==> config.mk <==
export PLATFORM = sky130hd
export DESIGN_NAME = duo_link_tx
export DESIGN_NICKNAME = d
export VERILOG_FILES = /design/src/rtl/duo_link_pkg.sv /design/src/rtl/duo_stop_sync.sv /design/src/rtl/duo_word_fifo.sv /design/src/rtl/duo_half_splitter.sv /design/src/rtl/duo_link_tx.sv
export SDC_FILE = /design/constraint.sdc
export NUM_CORES = 1
export LEC_CHECK = 0
export BUFFER_PORTS_ARGS = -buffer_cell sky130_fd_sc_hd__buf_4
export CAP_MARGIN = 10
export CORE_MARGIN = 10
export CORE_UTILIZATION = 25
export CTS_BUF_LIST = sky130_fd_sc_hd__clkbuf_4
export CTS_CLUSTER_SIZE = 10
export DETAILED_ROUTE_END_ITERATION = 7
export PLACE_DENSITY = 0.36
export SLEW_MARGIN = 30
export SYNTH_ARGS = -nofsm -noshare
export SYNTH_HDL_FRONTEND = slang
export SYNTH_SLANG_ARGS = --single-unit
==> constraint.sdc <==
create_clock -name clk -period 6.3 [get_ports clk]
set_clock_uncertainty 0.1 [all_clocks]
set_input_delay 0.63 -clock clk [delete_from_list [all_inputs] [get_ports clk]]
set_output_delay 0.63 -clock clk [all_outputs]
set_load 0.005 [all_outputs]
==> src/rtl/duo_link_pkg.sv <==
package duo_link_pkg;
  localparam int WORD_W = 32;
  localparam int HALF_W = WORD_W / 2;

  typedef struct packed {
    logic              ctrl;
    logic [HALF_W-1:0] data;
  } lane_t;
endpackage

==> src/rtl/duo_stop_sync.sv <==
module duo_stop_sync #(
  parameter int LANES = 2
) (
  input  logic             clk,
  input  logic             rst,
  input  logic [LANES-1:0] stop_raw,
  output logic [LANES-1:0] stop_synced
);
  logic [LANES-1:0] stage1;
  logic [LANES-1:0] stage2;

  genvar g;
  generate
    for (g = 0; g < LANES; g++) begin : g_lane
      always_ff @(posedge clk) begin
        if (rst) begin
          stage1[g] <= 1'b0;
          stage2[g] <= 1'b0;
        end else begin
          stage1[g] <= stop_raw[g];
          stage2[g] <= stage1[g];
        end
      end
    end
  endgenerate

  assign stop_synced = stage2;
endmodule

==> src/rtl/duo_word_fifo.sv <==
module duo_word_fifo #(
  parameter int WIDTH = 32,
  parameter int DEPTH = 8
) (
  input  logic             clk,
  input  logic             rst,
  input  logic [WIDTH-1:0] wr_data,
  input  logic             wr_valid,
  output logic             wr_ready,
  output logic [WIDTH-1:0] rd_data,
  output logic             rd_valid,
  input  logic             rd_en
);
  localparam int AW = (DEPTH > 1) ? $clog2(DEPTH) : 1;
  localparam int CW = AW + 1;
  localparam logic [CW-1:0] FULL_COUNT = CW'(DEPTH);

  logic [WIDTH-1:0] mem [DEPTH];
  logic [AW-1:0]    wr_ptr, rd_ptr;
  logic [CW-1:0]    count;
  logic             do_wr, do_rd;

  assign wr_ready = (count != FULL_COUNT);
  assign rd_valid = (count != '0);
  assign do_wr    = wr_valid && wr_ready;
  assign do_rd    = rd_en && rd_valid;
  assign rd_data  = mem[rd_ptr];

  function automatic logic [AW-1:0] bump(input logic [AW-1:0] p);
    if (p == AW'(DEPTH - 1)) return '0;
    return p + 1'b1;
  endfunction

  always_ff @(posedge clk) begin
    if (do_wr) mem[wr_ptr] <= wr_data;
  end

  always_ff @(posedge clk) begin
    if (rst) begin
      wr_ptr <= '0;
      rd_ptr <= '0;
      count  <= '0;
    end else begin
      if (do_wr) wr_ptr <= bump(wr_ptr);
      if (do_rd) rd_ptr <= bump(rd_ptr);
      case ({do_wr, do_rd})
        2'b10:   count <= count + 1'b1;
        2'b01:   count <= count - 1'b1;
        default: count <= count;
      endcase
    end
  end

  // occupancy never exceeds the configured depth
  assert_count_bound_R4: assert property (@(posedge clk) disable iff (rst)
    count <= FULL_COUNT);

  // a write refused while full leaves the count unchanged unless a read happens
  assert_no_overflow_R4: assert property (@(posedge clk) disable iff (rst)
    (wr_valid && !wr_ready && !rd_en) |=> (count == FULL_COUNT));
endmodule

==> src/rtl/duo_half_splitter.sv <==
module duo_half_splitter
  import duo_link_pkg::*;
#(
  parameter logic [HALF_W-1:0] IDLE_WORD = 16'h50BC
) (
  input  logic              clk,
  input  logic              rst,
  input  logic [WORD_W-1:0] word,
  input  logic              word_valid,
  output logic              word_take,
  input  logic              stop,
  output lane_t             lane_out
);
  logic              high_due;
  logic [HALF_W-1:0] high_hold;

  // a new word starts only on a boundary with no stop active
  assign word_take = !high_due && word_valid && !stop;

  always_ff @(posedge clk) begin
    if (rst) begin
      high_due      <= 1'b0;
      high_hold     <= '0;
      lane_out.ctrl <= 1'b1;
      lane_out.data <= IDLE_WORD;
    end else if (high_due) begin
      high_due      <= 1'b0;
      lane_out.ctrl <= 1'b0;
      lane_out.data <= high_hold;
    end else if (word_take) begin
      high_due      <= 1'b1;
      high_hold     <= word[WORD_W-1:HALF_W];
      lane_out.ctrl <= 1'b0;
      lane_out.data <= word[HALF_W-1:0];
    end else begin
      lane_out.ctrl <= 1'b1;
      lane_out.data <= IDLE_WORD;
    end
  end

  // once a first half is out, the second half follows with no idle between
  assert_word_whole_R7: assert property (@(posedge clk) disable iff (rst)
    high_due |=> (lane_out.ctrl == 1'b0));

  // a stop seen at a word boundary yields an idle cycle
  assert_stall_boundary_R5: assert property (@(posedge clk) disable iff (rst)
    (!high_due && stop) |=> (lane_out.ctrl == 1'b1 && lane_out.data == IDLE_WORD));

  // nothing to send at a boundary gives the idle word
  assert_idle_empty_R9: assert property (@(posedge clk) disable iff (rst)
    (!high_due && !word_valid) |=> (lane_out.ctrl == 1'b1 && lane_out.data == IDLE_WORD));
endmodule

==> src/rtl/duo_link_tx.sv <==
module duo_link_tx
  import duo_link_pkg::*;
#(
  parameter int                DEPTH     = 8,
  parameter logic [HALF_W-1:0] IDLE_WORD = 16'h50BC
) (
  input  logic              clk,
  input  logic              rst,
  input  logic [WORD_W-1:0] in_data,
  input  logic              in_valid,
  output logic              in_ready,
  input  logic              xoff_a,
  input  logic              xoff_b,
  output logic [HALF_W-1:0] lane_a_data,
  output logic              lane_a_ctrl,
  output logic [HALF_W-1:0] lane_b_data,
  output logic              lane_b_ctrl
);
  localparam int LANES = 2;

  logic [LANES-1:0]  stop_synced;
  logic              stop_any;
  logic [WORD_W-1:0] head_word;
  logic              head_valid;
  logic              head_take;
  lane_t             lane_word;
  lane_t             lane_out [LANES];

  duo_stop_sync #(.LANES(LANES)) u_sync (
    .clk         (clk),
    .rst         (rst),
    .stop_raw    ({xoff_b, xoff_a}),
    .stop_synced (stop_synced)
  );

  assign stop_any = |stop_synced;

  duo_word_fifo #(.WIDTH(WORD_W), .DEPTH(DEPTH)) u_fifo (
    .clk      (clk),
    .rst      (rst),
    .wr_data  (in_data),
    .wr_valid (in_valid),
    .wr_ready (in_ready),
    .rd_data  (head_word),
    .rd_valid (head_valid),
    .rd_en    (head_take)
  );

  duo_half_splitter #(.IDLE_WORD(IDLE_WORD)) u_split (
    .clk        (clk),
    .rst        (rst),
    .word       (head_word),
    .word_valid (head_valid),
    .word_take  (head_take),
    .stop       (stop_any),
    .lane_out   (lane_word)
  );

  genvar g;
  generate
    for (g = 0; g < LANES; g++) begin : g_fan
      assign lane_out[g] = lane_word;
    end
  endgenerate

  assign lane_a_data = lane_out[0].data;
  assign lane_a_ctrl = lane_out[0].ctrl;
  assign lane_b_data = lane_out[1].data;
  assign lane_b_ctrl = lane_out[1].ctrl;

  // a synchronised stop from either lane forbids starting a word
  assert_either_stop_R6: assert property (@(posedge clk) disable iff (rst)
    (stop_synced != '0) |-> !head_take);
endmodule

==> flow_summary.json, run 1 <==
{
  "synth_top_family_by_area": "multiplexers",
  "initial_core_util": 0.2543,
  "die_area_um2": 55370,
  "seq_area_um2": 8716,
  "detail-route-antenna-nets": 0,
  "ir_worst_vdd_mv": 0.1517,
  "p_sw_w": 0.001646,
  "crit_type": "flip-flop to flip-flop",
  "grt_pass1_vias": 6758,
  "post_cts_buffers": 0,
  "drive_gt1_frac": 0.3925,
  "clk_path_buf_depth": 3,
  "io_pins": 72,
  "gr-usage-all-layers": 0.1049,
  "root_buffer": "clkbuf_4",
  "yosysMostFrequentCell": "edfxtp_1",
  "synth_seq_area_share": 0.7515,
  "dr_total_vias": 6143,
  "area_delta_synth_final_pct": 22.81,
  "setup_viol": 0,
  "yosys-top-cells-count": "edfxtp_1 (256), mux4_2 (64), dfxtp_1 (51)",
  "cts_resized": 0,
  "synth-simple-area-share": 0.05128,
  "hold_viol": 0,
  "swShare": 0.2915,
  "yosysTopAreaCellShare": 0.6634,
  "synth_top_area_cell": "edfxtp_1",
  "antenna_found_initial": 2,
  "fmax_mhz": 344.1,
  "power_frac_comb": 0.215,
  "gp_congestion": 0.6961,
  "cp-end-kind": "flip-flop",
  "synthArstFlopShare": 0,
  "drt-total-wl_mm": 28.98,
  "num_rows": 78,
  "synth_area_leaders": "edfxtp_1 (66%), mux4_2 (12%), dfxtp_1 (8.8%)",
  "clock_power_share": 0.329,
  "cts_tree": "yes",
  "ys_ff_latch": 307,
  "clkTransAtPathRegs_ns": 0.06,
  "power_frac_seq": 0.456,
  "ys_types": 38,
  "via_per_inst": 4.299,
  "synth-edff-count": 256,
  "netlist_instances": 594,
  "synthXorXnorAreaFrac": 0.002267,
  "io_buffer_count": 71,
  "muxShareOfSynthArea": 0.1340,
  "grt_pass1_wl_mm": 43.34,
  "holdBufCountCts": 35,
  "cp_top_family": "simple AND/OR/NAND/NOR gates",
  "worstMarginPinSlew_ns": 0.7752,
  "cts_inserted_buffers": 86,
  "drc": 0,
  "ys.flop_type": "edfxtp_1",
  "slew-limit-headroom": 0.4832,
  "grt-ovfl-total": 0,
  "crit_required_ns": 6.86,
  "htreeDepth": 3,
  "setup_tns_ns": 0,
  "synth_area_per_cell_um2": 19.51,
  "hold_path_class": "input port to flip-flop",
  "first_pass_iters": 4,
  "multi_input_area_um2": 2616,
  "synth_fp_nets": 638,
  "cp.arrival_ns": 3.47,
  "fp.dieW_um": 235.3,
  "timing.final.crit_share": 0.4612,
  "drt-initial-drc-count": 411,
  "cap_violations": 0,
  "min_period_ns": 2.906,
  "slowest_delay_ns": 0.62,
  "worstSetupStartpointType": "flip-flop",
  "grt_max_degree": 36,
  "rsz0062_at_grt": "no",
  "die_height_um": 235.3,
  "crit_fanout": 22,
  "slew_violations": 0,
  "cp_num_buf_inv": 1,
  "wl_per_cell_um": 20.28,
  "power.leakage_nw": 4.741,
  "power.total_w": 0.005647,
  "clock_latency_ns": 0.74,
  "slowest_stage": "or4_4",
  "nets": 800,
  "synth-compound-area-share": 0.02645,
  "hpwl_mm": 16.65,
  "fill_cells": 4465,
  "clock_sinks": 307,
  "yosysWarningCount": 0,
  "p_per_area_nw_per_um2": 396.8,
  "core_um2": 45580,
  "synthesis.area_um2": 11590,
  "worstPathCellList": "or4_4 -> nand2_4 -> inv_2 -> ha_1 -> xor2_1 -> ha_1 -> a21oi_1 -> xor2_1 -> or3_1 -> a21oi_1",
  "internal-power_w": 0.004001,
  "status": "finished clean",
  "synth_adder_area_share": 0.007558
}
flip-flops by register name, summed over array words and instances (netlist names), named ones only:
signal              flops
u_fifo.rd_ptr           3
u_fifo.mem            256
u_sync.stage1           2
u_split.high_hold      16
u_split.lane_out       17
u_sync.stop_synced      2
u_split.high_due        1
u_fifo.wr_ptr           3
u_fifo.count            4
worst reg2reg max path: stages (launching register included):
cell	delay, ns
dfxtp_1	0.37
or4_4	0.62
nand2_4	0.12
inv_2	0.19
ha_1	0.33
xor2_1	0.17
ha_1	0.18
a21oi_1	0.18
xor2_1	0.11
or3_1	0.31
a21oi_1	0.15
placed cells by master (no fill, tap or decap), types with 2 or more instances in the layout:
| cell | n |
|---|---|
| edfxtp_1 | 256 |
| clkbuf_4 | 130 |
| buf_4 | 84 |
| mux4_2 | 64 |
| dfxtp_1 | 49 |
| dlygate4sd3_1 | 35 |
| nand2_1 | 33 |
| nor2_1 | 27 |
| clkinv_1 | 21 |
| o22ai_1 | 17 |
| nor3_2 | 16 |
| o21ai_0 | 11 |
| mux2i_1 | 10 |
| a21oi_1 | 8 |
| a31oi_2 | 7 |
| ha_1 | 7 |
| nor2b_1 | 6 |
| nor3_1 | 5 |
| nand2b_1 | 4 |
| inv_2 | 4 |
| nand3_1 | 3 |
| nor2_4 | 3 |
| xor2_1 | 3 |
| or3_1 | 3 |
| clkinv_2 | 3 |
| nand3_4 | 2 |
| inv_6 | 2 |
| dfxtp_4 | 2 |
| bufinv_16 | 2 |
worst paths after layout:
check                                                  start                          endpoint  slack, ns  cells after the start
worst max-delay path            u_fifo.count[0]$_SDFFE_PP0P_      u_fifo.count[2]$_SDFFE_PP0P_       3.39                     10
worst max register to register  u_fifo.count[0]$_SDFFE_PP0P_      u_fifo.count[2]$_SDFFE_PP0P_       3.39                     10
worst min register to register   u_sync.stage1[1]$_SDFF_PP0_  u_sync.stop_synced[1]$_SDFF_PP0_       0.34                      1
worst min-delay path                                     rst      u_fifo.count[0]$_SDFFE_PP0P_       0.23                      2
logic make-up after synthesis:
| group | Yosys count |
|---|---|
| AO/OA/AOI/OAI | 45 |
| XOR/XNOR | 3 |
| adder cells (fa/ha/maj) | 7 |
| buffers and inverters | 48 |
| flip-flops | 307 |
| multiplexers | 75 |
| AND/OR/NAND/NOR | 109 |
area by class of cell:
class | count | share of cell area
clock inverters | 30 | 0.01222
flip-flops and latches | 307 | 0.6124
multi-input cells | 239 | 0.1838
well taps | 600 | 0.05275
diodes | 1 | 0.0001758
inverters | 3 | 0.001143
repair buffers | 119 | 0.06892
clock buffers | 130 | 0.06857
power groups by stage:
| stage | sequential (W) | combinational [W] | clock (W) |
|---|---|---|---|
| floorplan | 0.00251 | 0.000932 | 0 |
| detailed placement | 0.00263 | 0.00124 | 0 |
| CTS | 0.00259 | 0.00126 | 0.00194 |
| finish | 0.00258 | 0.00121 | 0.00186 |
| global placement | 0.00262 | 0.00123 | 0 |
| global route | 0.00261 | 0.00134 | 0.00207 |
stage by stage:
stage | area [um2] | util | instances | setup WS [ns] | hold WS [ns]
2_1_floorplan | 11590 | - | 594 | 1.761 | 0.3138
3_3_place_gp | 12730 | 0.2793 | 1233 | 3.494 | 0.3443
3_5_place_dp | 12730 | 0.2793 | 1233 | 3.398 | 0.3420
4_1_cts | 14230 | 0.3122 | 1428 | 3.375 | 0.1291
5_1_grt | 14230 | 0.3123 | 1429 | 3.144 | 0.1575
6_report | 14230 | 0.3123 | 1429 | 3.394 | 0.2292
routing by layer:
| layer | share of wire | vias up | routed length (um) | track usage |
|---|---|---|---|---|
| met2 | 0.48 | 151 | 14020 | 0.1694 |
| met5 | 0.00059 | - | 17 | 0 |
| li1 | - | 2745 | - | - |
| met4 | 0.021 | 2 | 609 | 0.04242 |
| met3 | 0.054 | 57 | 1556 | 0.03066 |
| met1 | 0.44 | 3188 | 12780 | 0.1294 |
Power figures use the tool's default switching activity.
==> run 2: changes to the inputs <==
--- a/config.mk
+++ b/config.mk
@@ -5,6 +5,7 @@
 export SDC_FILE = /design/constraint.sdc
 export NUM_CORES = 1
 export LEC_CHECK = 0
+export ABC_AREA = 1
 export BUFFER_PORTS_ARGS = -buffer_cell sky130_fd_sc_hd__buf_4
 export CAP_MARGIN = 10
 export CORE_MARGIN = 10
@@ -12,7 +13,7 @@
 export CTS_BUF_LIST = sky130_fd_sc_hd__clkbuf_4
 export CTS_CLUSTER_SIZE = 10
 export DETAILED_ROUTE_END_ITERATION = 7
-export PLACE_DENSITY = 0.36
+export PLACE_DENSITY = 0.37
 export SLEW_MARGIN = 30
 export SYNTH_ARGS = -nofsm -noshare
 export SYNTH_HDL_FRONTEND = slang
==> constraint.sdc (replaced) <==
create_clock -name clk -period 2.3 [get_ports clk]
set_clock_uncertainty 0.1 [all_clocks]
set_input_delay 0.23 -clock clk [delete_from_list [all_inputs] [get_ports clk]]
set_output_delay 0.23 -clock clk [all_outputs]
set_load 0.005 [all_outputs]
==> run 2 against run 1 <==
Against the previous run: first-iteration DRC count rose by 15%; largest power group unchanged; clock power rose to 2.9 times the previous value; critical endpoint unchanged; worst setup slack got worse by 3.1 ns.
==> flow_summary.json, run 2 <==
{
  "p_per_area_nw_per_um2": 1209,
  "hpwl_mm": 18.87,
  "min_period_ns": 2.022,
  "netlist_instances": 1011,
  "ys.flop_type": "edfxtp_1",
  "clk_path_buf_depth": 3,
  "wl_per_cell_um": 17.93,
  "dp_slack_ns": 0.2420,
  "cts_tree": "yes",
  "grt-ovfl-total": 0,
  "cp-end-kind": "flip-flop",
  "setup_ws_ns": 0.2777,
  "num_rows": 80,
  "drt-total-wl_mm": 33.10,
  "top_regs": "u_fifo.mem: 256 flops, u_split.lane_out: 17 flops, u_split.high_hold: 16 flops",
  "clkTransAtPathRegs_ns": 0.07,
  "via_per_inst": 4.329,
  "timing.final.crit_share": 0.8792,
  "drt-initial-drc-count": 474,
  "first_pass_iters": 4,
  "die_height_um": 239.3,
  "crit_fanout": 6,
  "setup_tns_ns": 0,
  "drive_gt1_frac": 0.2122,
  "crit_type": "flip-flop to flip-flop",
  "grt_pass1_vias": 8345,
  "clock_sinks": 307,
  "seq_area_um2": 8716,
  "synth_seq_area_share": 0.7243,
  "ys_types": 23,
  "drc": 0,
  "status": "finished clean",
  "hold_viol": 0,
  "dr_total_vias": 7992,
  "gp_congestion": 0.7469,
  "ir_worst_vdd_mv": 0.6122,
  "root_buffer": "clkbuf_4",
  "worstRegToRegCells": 12,
  "initial_core_util": 0.2523,
  "area_delta_synth_final_pct": 24.53,
  "post-route-util": 0.3142,
  "yosysMostFrequentCell": "edfxtp_1",
  "largest_reg_flops": 256,
  "antenna_found_initial": 1,
  "layout_commonest_cell": "edfxtp_1",
  "synth_area_per_cell_um2": 11.89,
  "clock_latency_ns": 0.74,
  "synth-edff-count": 256,
  "setup_viol": 0,
  "worstMarginPinSlew_ns": 0.8269,
  "crit_required_ns": 2.79,
  "htreeDepth": 3,
  "multi_input_area_um2": 2808,
  "grt_max_degree": 118,
  "synth_area_leaders": "edfxtp_1 (64%), dfxtp_1 (8.5%), nand2_1 (6.7%)",
  "fmax_mhz": 494.5,
  "largest-register": "u_fifo.mem",
  "synthesis.area_um2": 12020,
  "worstSetupStartpointType": "flip-flop",
  "cp.arrival_ns": 2.51,
  "yosys-top-cells-count": "edfxtp_1 (256), nand2_1 (214), nand3_1 (100), nor2_1 (100), o21ai_0 (87)",
  "yosysWarningCount": 0,
  "cts_inserted_buffers": 85,
  "yosysTopAreaCellShare": 0.6394,
  "synthArstFlopShare": 0,
  "holdPathStages": 2,
  "core_um2": 47650,
  "fill_cells": 4886,
  "rsz0062_at_grt": "no",
  "detail-route-antenna-nets": 0,
  "hold_ws_ns": 0.1714,
  "power.leakage_nw": 5.510,
  "io_buffer_count": 71,
  "synth_top_area_cell": "edfxtp_1",
  "slew_violations": 0,
  "fp.dieW_um": 239.3,
  "cap_violations": 0,
  "grt_pass1_wl_mm": 50.57,
  "synth_fp_nets": 1055,
  "ys_ff_latch": 307,
  "slew-limit-headroom": 0.4481,
  "gr-usage-all-layers": 0.1169,
  "io_pins": 72,
  "hold_path_class": "input port to flip-flop",
  "die_area_um2": 57260,
  "nets": 1210,
  "layout_common_cells": "edfxtp_1 (256), nand2_1 (213), clkbuf_4 (133)"
}
run 2: power by group:
| group | switching (W) | internal [W] | total [W] |
|---|---|---|---|
| combinational | 0.00378 | 0.00203 | 0.00581 |
| sequential | 0.000297 | 0.00664 | 0.00694 |
| clock | 0.00229 | 0.00306 | 0.00535 |
run 2: worst paths after layout:
check | slack [ns] | end | from
worst max-delay path | 0.28 | u_fifo.count[2]$_SDFFE_PP0P_ | u_fifo.count[0]$_SDFFE_PP0P_
worst min-delay path | 0.17 | u_fifo.mem[4][10]$_DFFE_PP_ | in_data[10]
worst max register to register | 0.28 | u_fifo.count[2]$_SDFFE_PP0P_ | u_fifo.count[0]$_SDFFE_PP0P_
worst min register to register | 0.32 | u_sync.stop_synced[1]$_SDFF_PP0_ | u_sync.stage1[1]$_SDFF_PP0_
run 2: what timing repair did:
item,CTS,global route
endpoints found under the setup margin,0,1
hold buffers,38,0
buffers inserted,0,0
endpoints found under the hold margin,281,0
resized for setup,0,2
run 2: worst max-delay path, cell delays in order (launching register included):
cell     delay, ns
dfxtp_1       0.43
nor2_2        0.07
nand3_1       0.13
nand2_1       0.09
ha_1          0.25
nand2_1       0.10
inv_1         0.04
nor2_1        0.15
ha_1          0.17
a21oi_1       0.05
xnor2_1       0.13
o21ai_0       0.15
inv_1         0.06
run 2: logic make-up (layout without fill, tap and decap cells):
group | Yosys count | count (layout) | share of synthesized area
AND/OR/NAND/NOR | 418 | 418 | 0.1421
other | 0 | 1 | 0
AO/OA/AOI/OAI | 170 | 170 | 0.07805
adder cells (fa/ha/maj) | 7 | 7 | 0.007285
flip-flops | 307 | 307 | 0.7243
XOR/XNOR | 1 | 1 | 0.0007286
buffers and inverters | 108 | 327 | 0.04756
run 2: routing by layer:
metal  wire length, um  GRT usage  share of wire
met1             15750     0.1518           0.48
met2             15230     0.1828           0.46
met3              1397    0.03046          0.042
met4               718    0.04592          0.022
met5                 0          0              0
run 2: per-stage QoR:
step | area [um2] | power (W) | cells
after global placement | 13410 | 0.01299 | 1656
after CTS | 14960 | 0.01849 | 1845
final | 14970 | 0.01810 | 1846
after detailed placement | 13410 | 0.01297 | 1656
after global routing | 14970 | 0.01947 | 1846
after floorplan | 12030 | 0.01065 | 1011
run 2: cell type report:
type / instances / share of cell area
sequential: 307 / 0.5821
timing repair buffer: 144 / 0.09193
tap: 615 / 0.05140
multi-input combinational: 596 / 0.1875
clock buffer: 133 / 0.06669
clock inverter: 18 / 0.01195
antenna: 1 / 0.0001671
inverter: 32 / 0.008190
==> run 3: changes to the inputs <==
--- a/config.mk
+++ b/config.mk
@@ -14,6 +14,7 @@
 export CTS_CLUSTER_SIZE = 10
 export DETAILED_ROUTE_END_ITERATION = 7
 export PLACE_DENSITY = 0.37
+export REMOVE_ABC_BUFFERS = 1
 export SLEW_MARGIN = 30
 export SYNTH_ARGS = -nofsm -noshare
 export SYNTH_HDL_FRONTEND = slang
==> constraint.sdc (replaced) <==
create_clock -name clk -period 2.3 [get_ports clk]
set_clock_uncertainty 0.1 [all_clocks]
set_input_delay 0.23 -clock clk [delete_from_list [all_inputs] [get_ports clk]]
set_output_delay 0.23 -clock clk [all_outputs]
set_load 0.01 [all_outputs]
==> run 3 against run 2 <==
Against the previous run: global-route usage is 0.17 points higher; worst hold slack worse by 0.043 ns; maximum frequency is 3.0% lower; clock power is 8.4% lower; final area is 0.74% lower; count of clock-buffer cells in the layout is 1 lower; via count is 0.68% higher; wire length is 0.80% higher; largest power group unchanged.
==> flow_summary.json, run 3 (synthesis results as in run 2) <==
{
  "setup_tns_ns": 0,
  "hpwl_mm": 18.60,
  "setup_viol": 0,
  "slew_violations": 0,
  "detail-route-antenna-nets": 0,
  "reg2reg_from": "u_fifo.count[0]$_SDFFE_PP0P_",
  "cp-end-kind": "flip-flop",
  "post-route-util": 0.3119,
  "clkTransAtPathRegs_ns": 0.07,
  "die_height_um": 239.3,
  "ir_worst_vdd_mv": 0.5313,
  "io_pins": 72,
  "dr_total_vias": 8046,
  "htreeDepth": 3,
  "min_period_ns": 2.085,
  "place_area_um2": 13370,
  "grt_max_degree": 139,
  "status": "finished clean",
  "drc": 0,
  "core_um2": 47650,
  "cp.arrival_ns": 2.60,
  "crit_required_ns": 2.81,
  "largest-register": "u_fifo.mem",
  "cts_inserted_buffers": 85,
  "crit_type": "flip-flop to flip-flop",
  "io_buffer_count": 71,
  "rsz0062_at_grt": "no",
  "worstMarginPinSlew_ns": 0.6764,
  "r2r_slack_ns": 0.22,
  "clk_path_buf_depth": 3,
  "power.leakage_nw": 5.434,
  "largest_reg_flops": 256,
  "nets": 1206,
  "initial_core_util": 0.2523,
  "post_cts_buffers": 0,
  "hold_viol": 0,
  "layout_common_cells": "edfxtp_1 (256), nand2_1 (212), clkbuf_4 (132)",
  "drive_gt1_frac": 0.2080,
  "wl_per_cell_um": 18.06,
  "crit_fanout": 6,
  "hold_path_class": "input port to flip-flop",
  "area_delta_synth_final_pct": 23.61,
  "root_buffer": "clkbuf_4",
  "via_per_inst": 4.356,
  "die_area_um2": 57260,
  "gp_congestion": 0.7015,
  "cts_tree": "yes",
  "clock_sinks": 307,
  "num_rows": 80,
  "drt-initial-drc-count": 416,
  "gr-usage-all-layers": 0.1187,
  "clock_latency_ns": 0.79,
  "hp-start": "in_data[2]",
  "timing.final.crit_share": 0.9065,
  "antenna_found_initial": 2,
  "worstSetupStartpointType": "flip-flop",
  "fin_area_um2": 14860,
  "fp.dieW_um": 239.3,
  "layout_commonest_cell": "edfxtp_1",
  "grt_pass1_vias": 8369,
  "cap_violations": 0,
  "grt_pass1_wl_mm": 51.44,
  "slew-limit-headroom": 0.5491,
  "drt-total-wl_mm": 33.37,
  "top_regs": "u_fifo.mem: 256 flops, u_split.lane_out: 17 flops, u_split.high_hold: 16 flops",
  "grt-ovfl-total": 0,
  "p_per_area_nw_per_um2": 1179,
  "fmax_mhz": 479.6,
  "startpoint": "u_fifo.count[0]$_SDFFE_PP0P_",
  "first_pass_iters": 5
}
## run 3: cell types whose count changed in the layout (fill, tap and decap cells not counted), sizes merged
cell         before  now
buf             106  101
clkinv           12   17
diode             1    6
bufinv            4    0
clkbuf          133  132
dlygate4sd3      38   39
## run 3: path summary, 6_finish.rpt
path / endpoint / cells past startpoint
hold reg to reg: u_sync.stop_synced[0]$_SDFF_PP0_ / 2
setup / recovery: u_fifo.count[2]$_SDFFE_PP0P_ / 13
hold / removal: u_fifo.mem[1][2]$_DFFE_PP_ / 2
setup reg to reg: u_fifo.count[2]$_SDFFE_PP0P_ / 13
## run 3: area by class of cell
cell class / count / area [um2]
timing repair buffer: 140 / 1349
tap: 615 / 769.5
inverter: 32 / 122.6
sequential: 307 / 8717
antenna: 6 / 15.01
clock buffer: 132 / 991.0
clock inverter: 19 / 77.57
fill: 4910 / 32780
multi-input combinational: 596 / 2820
## run 3: worst max-delay path: stages (launching register included)
cell,delay [ns]
dfxtp_1,0.36
nor2_2,0.16
nand3_1,0.10
nand2_2,0.12
inv_2,0.05
ha_1,0.22
nand2_1,0.10
inv_1,0.04
nor2_1,0.16
ha_1,0.18
a21oi_1,0.05
xnor2_1,0.14
o21ai_0,0.15
inv_1,0.05
## run 3: power by group
| part | internal (W) | switching (W) | total (W) |
|---|---|---|---|
| registers | 0.00664 | 0.000312 | 0.00695 |
| clock network | 0.00259 | 0.00230 | 0.00490 |
| logic | 0.00188 | 0.00379 | 0.00567 |
## run 3: metrics by stage
step           std cells  hold slack [ns]  power (W)  worst slack [ns]
6_report            1847           0.1280    0.01753            0.2151
5_1_grt             1847          0.05076    0.01893           0.01057
4_1_cts             1841          0.04258    0.01795            0.1074
3_5_place_dp        1651           0.3099    0.01286            0.1494
3_3_place_gp        1651           0.3115    0.01290            0.1841
2_1_floorplan        935           0.1991    0.01022            -1.803
## run 3: per-layer routing
metal  GRT usage  vias up  part of all wire
met5           0        -                 0
met4     0.04341        0             0.023
met3     0.03207       63             0.043
met2      0.1862      164              0.46
met1      0.1540     3911              0.47
li1            -     3908                 -
## run 3: repair_timing
| item | CTS | global route |
|---|---|---|
| hold buffers | 39 | 0 |
| setup endpoints to repair | 0 | 1 |
| gates resized for setup | 0 | 5 |
| endpoints found under the hold margin | 303 | 0 |
